--- config.mk ---
export PLATFORM = sky130hd
export DESIGN_NAME = btb_flush
export DESIGN_NICKNAME = d
export VERILOG_FILES = /design/src/rtl/btb_flush.sv
export SDC_FILE = /design/constraint.sdc
export NUM_CORES = 1
export LEC_CHECK = 0
export BUFFER_PORTS_ARGS = -buffer_cell sky130_fd_sc_hd__clkbuf_2
export CAP_MARGIN = 25
export CORE_AREA = 2 2 282 284
export DETAILED_ROUTE_END_ITERATION = 6
export DIE_AREA = 0 0 284 286
export PLACE_DENSITY = 0.66
export SYNTH_ARGS = -nofsm -noshare
export SYNTH_HDL_FRONTEND = slang
export SYNTH_SLANG_ARGS = --single-unit
export TNS_END_PERCENT = 100
--- constraint.sdc ---
create_clock -name clk -period 3.43 [get_ports clk]
set_input_delay 0.1715 -clock clk [delete_from_list [all_inputs] [get_ports clk]]
set_output_delay 0.1715 -clock clk [all_outputs]
set_load 0.01 [all_outputs]
--- src/rtl/btb_flush.sv ---
module btb_flush #(
  parameter int PC_W   = 32,
  parameter int ALIGN  = 2,
  parameter int IDX_W  = 4,
  parameter int TYPE_W = 2
) (
  input  logic                  clk,
  input  logic                  rst_n,
  input  logic                  flush_i,
  input  logic                  inv_en_i,
  input  logic [PC_W-1:ALIGN]   inv_pc_i,
  input  logic                  upd_en_i,
  input  logic [PC_W-1:ALIGN]   upd_pc_i,
  input  logic [PC_W-1:0]       upd_tgt_i,
  input  logic [TYPE_W-1:0]     upd_type_i,
  input  logic [PC_W-1:ALIGN]   lk_pc_i,
  output logic                  lk_hit_o,
  output logic [PC_W-1:0]       lk_tgt_o,
  output logic [TYPE_W-1:0]     lk_type_o
);
  localparam int DEPTH = 1 << IDX_W;
  localparam int TLO   = ALIGN + IDX_W;
  localparam int TAG_W = PC_W - TLO;

  logic [DEPTH-1:0]  vld_q;
  logic [TAG_W-1:0]  tag_q [DEPTH];
  logic [PC_W-1:0]   tgt_q [DEPTH];
  logic [TYPE_W-1:0] typ_q [DEPTH];

  logic [IDX_W-1:0] lk_idx, upd_idx, inv_idx;
  logic [TAG_W-1:0] lk_tag, upd_tag;
  logic             stored_hit, fwd;

  assign lk_idx  = lk_pc_i[TLO-1:ALIGN];
  assign upd_idx = upd_pc_i[TLO-1:ALIGN];
  assign inv_idx = inv_pc_i[TLO-1:ALIGN];
  assign lk_tag  = lk_pc_i[PC_W-1:TLO];
  assign upd_tag = upd_pc_i[PC_W-1:TLO];

  always_ff @(posedge clk or negedge rst_n) begin
    if (!rst_n) begin
      vld_q <= '0;
    end else begin
      if (flush_i)       vld_q          <= '0;
      else if (inv_en_i) vld_q[inv_idx] <= 1'b0;
      if (upd_en_i)      vld_q[upd_idx] <= 1'b1;
    end
  end

  always_ff @(posedge clk) begin
    if (upd_en_i) begin
      tag_q[upd_idx] <= upd_tag;
      tgt_q[upd_idx] <= upd_tgt_i;
      typ_q[upd_idx] <= upd_type_i;
    end
  end

  assign stored_hit = vld_q[lk_idx] && (tag_q[lk_idx] == lk_tag)
                      && !(inv_en_i && inv_idx == lk_idx);
  assign fwd        = upd_en_i && (upd_idx == lk_idx) && (upd_tag == lk_tag);
  assign lk_hit_o   = !flush_i && (fwd || stored_hit);
  assign lk_tgt_o   = fwd ? upd_tgt_i  : tgt_q[lk_idx];
  assign lk_type_o  = fwd ? upd_type_i : typ_q[lk_idx];

  p_flush_miss_r7: assert property (@(posedge clk) disable iff (!rst_n)
    flush_i |-> !lk_hit_o);

  p_fwd_hit_r4: assert property (@(posedge clk) disable iff (!rst_n)
    (upd_en_i && !flush_i && lk_pc_i == upd_pc_i) |->
      (lk_hit_o && lk_tgt_o == upd_tgt_i && lk_type_o == upd_type_i));

  p_write_visible_r3: assert property (@(posedge clk) disable iff (!rst_n)
    upd_en_i |=> (!(lk_pc_i == $past(upd_pc_i) && !flush_i
                    && !(inv_en_i && inv_pc_i[TLO-1:ALIGN] == lk_pc_i[TLO-1:ALIGN])
                    && !(upd_en_i && upd_pc_i[TLO-1:ALIGN] == lk_pc_i[TLO-1:ALIGN]))
                  || (lk_hit_o && lk_tgt_o == $past(upd_tgt_i))));

  p_flush_clears_r6: assert property (@(posedge clk) disable iff (!rst_n)
    ($past(flush_i) && !$past(upd_en_i) && !upd_en_i) |-> !lk_hit_o);

  p_inv_clears_r9: assert property (@(posedge clk) disable iff (!rst_n)
    ($past(inv_en_i) && !$past(upd_en_i) && !upd_en_i
     && lk_pc_i[TLO-1:ALIGN] == $past(inv_pc_i[TLO-1:ALIGN])) |-> !lk_hit_o);

  p_inv_same_cycle_r10: assert property (@(posedge clk) disable iff (!rst_n)
    (inv_en_i && !upd_en_i && inv_pc_i[TLO-1:ALIGN] == lk_pc_i[TLO-1:ALIGN])
      |-> !lk_hit_o);
endmodule

==> flow_summary.json, run 1 <==
{
  "outcome": "finished clean",
  "tightest_slew_ps": 858.5,
  "synth_top_area_share": 0.7431,
  "cts_htree_levels": 3,
  "peakVddDrop_mv": 0.4708,
  "async_flop_share": 0.01639,
  "rsz0062_at_grt": "no",
  "dp_hpwl_mm": 50.30,
  "synthCells": 1694,
  "synth_xor_area_frac": 0.01332,
  "synth_cell_type_count": 63,
  "final_antenna_net_count": 0,
  "cts_tree": "yes",
  "yosys.area_share.simple": 0.01555,
  "synth_flop_cell": "edfxtp_1",
  "viasPerCell": 6.027,
  "internal-power_mw": 19.60,
  "r2r_slack_ps": 2090,
  "antenna_found_initial": 12,
  "cp-end-kind": "output pin",
  "row_count": 103,
  "r2r_start": "vld_q[13]",
  "synthAdderAreaFrac": 0,
  "clkPwrFrac": 0.396,
  "synthTopCellsByArea": "edfxtp_1 (74%), mux4_2 (16%), mux2i_1 (1.2%)",
  "clk_latency_ps": 650,
  "post-route-period-util": 0.9671,
  "core_area_um2": 78360,
  "swShare": 0.2138,
  "first_iter_violations": 2036,
  "min_period_ps": 3317,
  "synth_nets": 1823,
  "wl_per_cell_um": 29.13,
  "placed_cells": 2867,
  "path_clk_slew_ps": 60,
  "rr_worst_depth": 3,
  "max_freq_mhz": 301.5,
  "drive_above_1_share": 0.3275,
  "power_frac_seq": 0.538,
  "n_fill_cell": 5822,
  "fp.dieW_um": 284,
  "post_cts_buffers": 0,
  "grt_start_max_net_pins": 47,
  "crit_path_start_kind": "flop",
  "reg2reg_to": "vld_q[13]",
  "stdcell_count": 3120,
  "grt_pass1_wl_mm": 133.1,
  "startpoint": "tag_q[0][11]",
  "drv_slew": 0,
  "yosysSeqAreaShare": 0.7535,
  "cp_max_fo": 1,
  "crit_type": "flop to output pin",
  "arrival_ps": 3150,
  "synth_top_family_by_area": "multiplexers",
  "cts_buffers": 98,
  "io_buffers": 137,
  "cts_buffer_depth": 3,
  "yosys.area.top_type": "edfxtp_1",
  "synth_area_um2": 38790,
  "fin_skew_ps": 0,
  "yosysWarnings": 0,
  "tns_ps": 0,
  "synthMuxAreaShare": 0.1859,
  "track_usage": 0.2258,
  "ys_ff_latch": 976,
  "relSlewSlack": 0.4277,
  "die_y_um": 286,
  "hp-class": "primary input to flop",
  "hold_violations": 0,
  "synth-compound-area-share": 0.01606,
  "route.detailed.drc": 0,
  "vias": 18800,
  "grt_remaining_overflow": 0,
  "io_pins": 164,
  "firstDrtPassIters": 5,
  "die-area_um2": 81220,
  "synth_edf_count": 960,
  "p_leak_nw": 14.46,
  "syn_area_per_cell_um2": 22.90,
  "power_density_nw_per_um2": 556.9,
  "gp_congestion": 0.9092,
  "start_util": 0.4951,
  "fin_util": 0.5713,
  "finalHoldWorstSlack_ps": 77.95,
  "required_ps": 3260,
  "area_growth_pct": 15.39,
  "drt_wl_total_mm": 90.87,
  "setup_viol": 0,
  "cap_violations": 0,
  "cts_num_sinks": 976,
  "worstSetupEndpoint": "lk_hit_o",
  "nets": 2115,
  "grt_pass1_vias": 19800,
  "root_buffer": "clkbuf_16",
  "p_comb_frac": 0.066,
  "p_sw_mw": 5.330
}
==> what timing repair did <==
item	CTS	global route
pin swaps	0	1
setup endpoints to repair	1	35
resized for setup	1	1
endpoints found under the hold margin	957	0
hold buffers	69	0
==> placed cells by master, fill, tap and decap left out, types with 27 or more instances in the layout <==
master	synthesis	final
buf_4	8	62
xor2_1	30	30
xnor2_1	29	29
mux4_2	271	271
mux2_2	35	35
clkbuf_1	20	27
clkbuf_16	0	99
edfxtp_1	960	960
mux2i_1	45	45
dlygate4sd3_1	0	69
clkinv_1	1	29
clkbuf_2	0	134
==> area by class of cell <==
type	count	area, um2	share of cell area
clock inverters	52	366.6	0.008190
well taps	1050	1314	0.02935
diodes	6	15.01	0.0003354
repair buffers	280	2108	0.04710
inverters	15	57.56	0.001286
multi-input cells	615	9094	0.2032
clock buffers	126	2579	0.05761
flip-flops and latches	976	29230	0.6530
==> power by group through the flow <==
stage / clock network (mW) / logic [mW] / registers, mW
2_1_floorplan: 0 / 0.945 / 13.6
3_3_place_gp: 0 / 1.56 / 13.6
3_5_place_dp: 0 / 1.58 / 13.7
4_1_cts: 10.1 / 1.66 / 13.4
5_1_grt: 10.5 / 1.75 / 13.4
6_report: 9.88 / 1.64 / 13.4
==> cell usage after synthesis (2+ instances only) <==
cell and instances:
a221o_1 2, xor2_1 30, or4b_1 2, nor3_1 8, buf_2 40, o311ai_0 6, nand2b_1 9, mux2_2 35
buf_1 3, a211oi_1 3, dfrtp_1 16, buf_4 8, nor4_1 8, o22ai_1 2, o2bb2ai_1 3, nand3_1 10
buf_6 14, a21oi_1 12, xnor2_1 29, nand4_1 9, nand3b_1 3, edfxtp_1 960, a31o_2 6, o21ai_0 12
o2111ai_1 2, clkbuf_1 20, a31oi_1 3, a22oi_1 4, inv_1 13, mux2i_1 45, a221oi_1 5, nor2b_1 5
nor2_1 27, mux4_2 271, o211ai_1 10, or2_2 7, mux4_1 10, buf_8 2, nand2_1 16
==> worst min path at each step <==
stage / from / endpoint / slack, ps / cells past startpoint
6_report: upd_pc_i[9] / tag_q[8][3] / 80 / 1
5_1_grt: upd_pc_i[9] / tag_q[13][3] / 50 / 1
4_1_cts: upd_pc_i[9] / tag_q[13][3] / 20 / 1
3_5_place_dp: rst_n / vld_q[15] / 110 / 1
3_3_place_gp: rst_n / vld_q[12] / 100 / 1
2_1_floorplan: rst_n / vld_q[0] / -120 / 0
==> sequential cells by signal, indices dropped and copies added (netlist names) <==
signal / flops
tag_q: 416
tgt_q: 512
typ_q: 32
vld_q: 16
==> metrics by stage <==
stage	total power, mW	worst slack (ps)	instance area, um2
finish	24.93	112.8	44760
global route	25.68	32.36	44760
CTS	25.12	18.69	44740
detailed placement	15.24	300.9	41100
global placement	15.19	262.1	41100
floorplan	14.59	-1667	38820
==> worst max-delay path: stages, from the launching register on <==
cell,delay (ps)
edfxtp_1,360
mux4_1,500
mux4_2,490
xor2_1,190
nor4_4,290
o2111a_1,240
a41o_1,250
clkbuf_2,170
==> per-layer routing <==
metal,share of wire,up-vias,global-route usage,wire (um)
met2,0.51,756,0.3831,46430
met3,0.068,154,0.04051,6179
met4,0.021,14,0.05974,1879
met1,0.40,10040,0.3052,36280
met5,0.0011,-,0,97
li1,-,7843,-,-
==> cell families (layout without fill, tap and decap cells) <==
group	after synthesis	in the layout
buffers and inverters	103	473
AO/OA/AOI/OAI	83	83
AND/OR/NAND/NOR	112	112
multiplexers	361	361
XOR/XNOR	59	59
flip-flops	976	976
other	0	6
Note: power is estimated with default switching activity, not from simulation.
==> inputs of run 2 (changes only) <==
==> constraint.sdc (replaced) <==
create_clock -name clk -period 3.43 [get_ports clk]
set_input_delay 0.686 -clock clk [delete_from_list [all_inputs] [get_ports clk]]
set_output_delay 0.686 -clock clk [all_outputs]
set_load 0.01 [all_outputs]
==> run 2 against run 1 <==
Compared with the run above:
- the flow now finishes with violations (negative setup slack)
- first-iteration DRC count up 9.2%
- sequential share of layout area down 2.6 points
- via count up 3.7%
- sequential cell count unchanged
- critical path depth unchanged
- non-clock buffer count up 95
- clock skew unchanged
- fmax down 13%
- critical endpoint unchanged
- setup slack worse by 480 ps
==> flow_summary.json, run 2 (synthesized netlist as in run 1, its figures left out) <==
{
  "max_freq_mhz": 263.2,
  "area_growth_pct": 20.23,
  "mostFrequentLayoutCells": "edfxtp_1 (960), mux4_2 (274), buf_4 (170)",
  "tightest_slew_ps": 708.2,
  "cts_num_sinks": 976,
  "cp-end-kind": "output pin",
  "reg_top3": "tgt_q: 512 flops, tag_q: 416 flops, typ_q: 32 flops",
  "hp-class": "primary input to flop",
  "p_leak_nw": 15.54,
  "io_pins": 164,
  "dp_hpwl_mm": 53.15,
  "setup_viol": 35,
  "viasPerCell": 6.058,
  "io_buffers": 137,
  "min_period_ps": 3800,
  "fin_util": 0.5953,
  "cts_buffers": 98,
  "nets": 2210,
  "core_area_um2": 78360,
  "drv_slew": 0,
  "antenna_found_initial": 3,
  "grt_pass1_wl_mm": 138.6,
  "vias": 19500,
  "relSlewSlack": 0.5268,
  "clk_latency_ps": 660,
  "pre_cts_ws_ps": -495.4,
  "cap_violations": 0,
  "root_buffer": "clkbuf_16",
  "die_y_um": 286,
  "cts_tree": "yes",
  "drive_above_1_share": 0.4054,
  "grt_remaining_overflow": 0,
  "first_iter_violations": 2223,
  "grt_start_max_net_pins": 61,
  "crit_path_start_kind": "flop",
  "cts_htree_levels": 3,
  "wl_per_cell_um": 29.87,
  "post-route-period-util": 1.108,
  "start_util": 0.4951,
  "largest_reg_flops": 512,
  "grt_pass1_vias": 20200,
  "crit_type": "flop to output pin",
  "drt_wl_total_mm": 96.17,
  "path_clk_slew_ps": 60,
  "gp_congestion": 0.9158,
  "hold_violations": 0,
  "fin_skew_ps": 0,
  "finalHoldWorstSlack_ps": 283.0,
  "outcome": "finished, violations left",
  "die-area_um2": 81220,
  "wl_met2_mm": 48.67,
  "fp.dieW_um": 284,
  "final_common_cell": "edfxtp_1",
  "peakVddDrop_mv": 0.3868,
  "dr.max_layer_used": "met5",
  "row_count": 103,
  "setup_slack_ps": -370.0,
  "firstDrtPassIters": 5,
  "final_antenna_net_count": 0,
  "arrival_ps": 3110,
  "violations": "negative setup slack",
  "rsz0062_at_grt": "yes",
  "cts_buffer_depth": 3,
  "regMostFlops": "tgt_q",
  "route.detailed.drc": 0,
  "power_density_nw_per_um2": 553.8,
  "required_ps": 2740,
  "drt-met1-wl_mm": 39.08,
  "track_usage": 0.2381,
  "cp_max_fo": 2,
  "route.met3.wl_mm": 6.249
}
-- run 2: changes by cell type in the layout (fill, tap and decap cells not counted), sizes merged --
cell         before  now
buf              77  259
dlygate4sd3      69    1
clkbuf          260  234
bufbuf            0    1
bufinv            3    8
clkinv           43   47
diode             6    3
clkinvlp          3    6
inv              18   19
-- run 2: metal layers --
layer,up-vias,GRT usage
li1,8049,-
met1,10480,0.3283
met2,821,0.3978
met3,147,0.03684
met4,2,0.07105
met5,-,0
-- run 2: path summary, 6_finish.rpt --
path,startpoint,endpoint,slack (ps),depth (start not counted)
setup reg to reg,vld_q[3],vld_q[3],2640,2
hold reg to reg,vld_q[7],vld_q[7],530,1
max in group asynchronous,rst_n,vld_q[14],2620,2
setup / recovery,tag_q[15][20],lk_hit_o,-370,7
hold / removal,upd_pc_i[6],tag_q[3][0],280,1
min in group asynchronous,rst_n,vld_q[12],510,2
-- run 2: what timing repair did --
item / in CTS / in global routing
endpoints found under the hold margin: 16 / 0
hold buffers: 1 / 0
gates resized for setup: 67 / 59
pin swaps: 4 / 0
setup endpoints to repair: 35 / 35
cloned: 10 / 0
setup buffers: 22 / 2
-- run 2: final cells by class --
type                    instances  area [um2]
fillers                      5539       31710
multi-input cells             615        9274
clock buffers                 120        2577
clock inverters                65       608.1
well taps                    1050        1314
flip-flops and latches        976       29230
inverters                      15       57.56
repair buffers                375        3575
diodes                          3       7.507
-- run 2: critical path: stages, from the launching register on --
cell	delay, ps
edfxtp_1	370
mux4_2	530
a221o_1	370
o32a_1	360
o31ai_2	210
o2111a_1	200
a41o_1	240
buf_2	170
-- run 2: per-stage QoR --
step	area (um2)	instances	total power [mW]	setup TNS, ps
final	46640	3219	25.83	-8562
after CTS	46460	3215	25.95	-7795
after detailed placement	42470	2997	15.42	-12610
after global placement	42470	2997	15.37	-11810
after floorplan	38840	1694	14.59	-241590
after global routing	46640	3218	26.56	-9215
-- run 2: power by group --
group | internal (mW) | leakage, nW | switching (mW)
sequential | 13.3 | 8.89 | 0.0597
combinational | 0.916 | 5.10 | 0.999
clock | 6.00 | 1.55 | 4.51
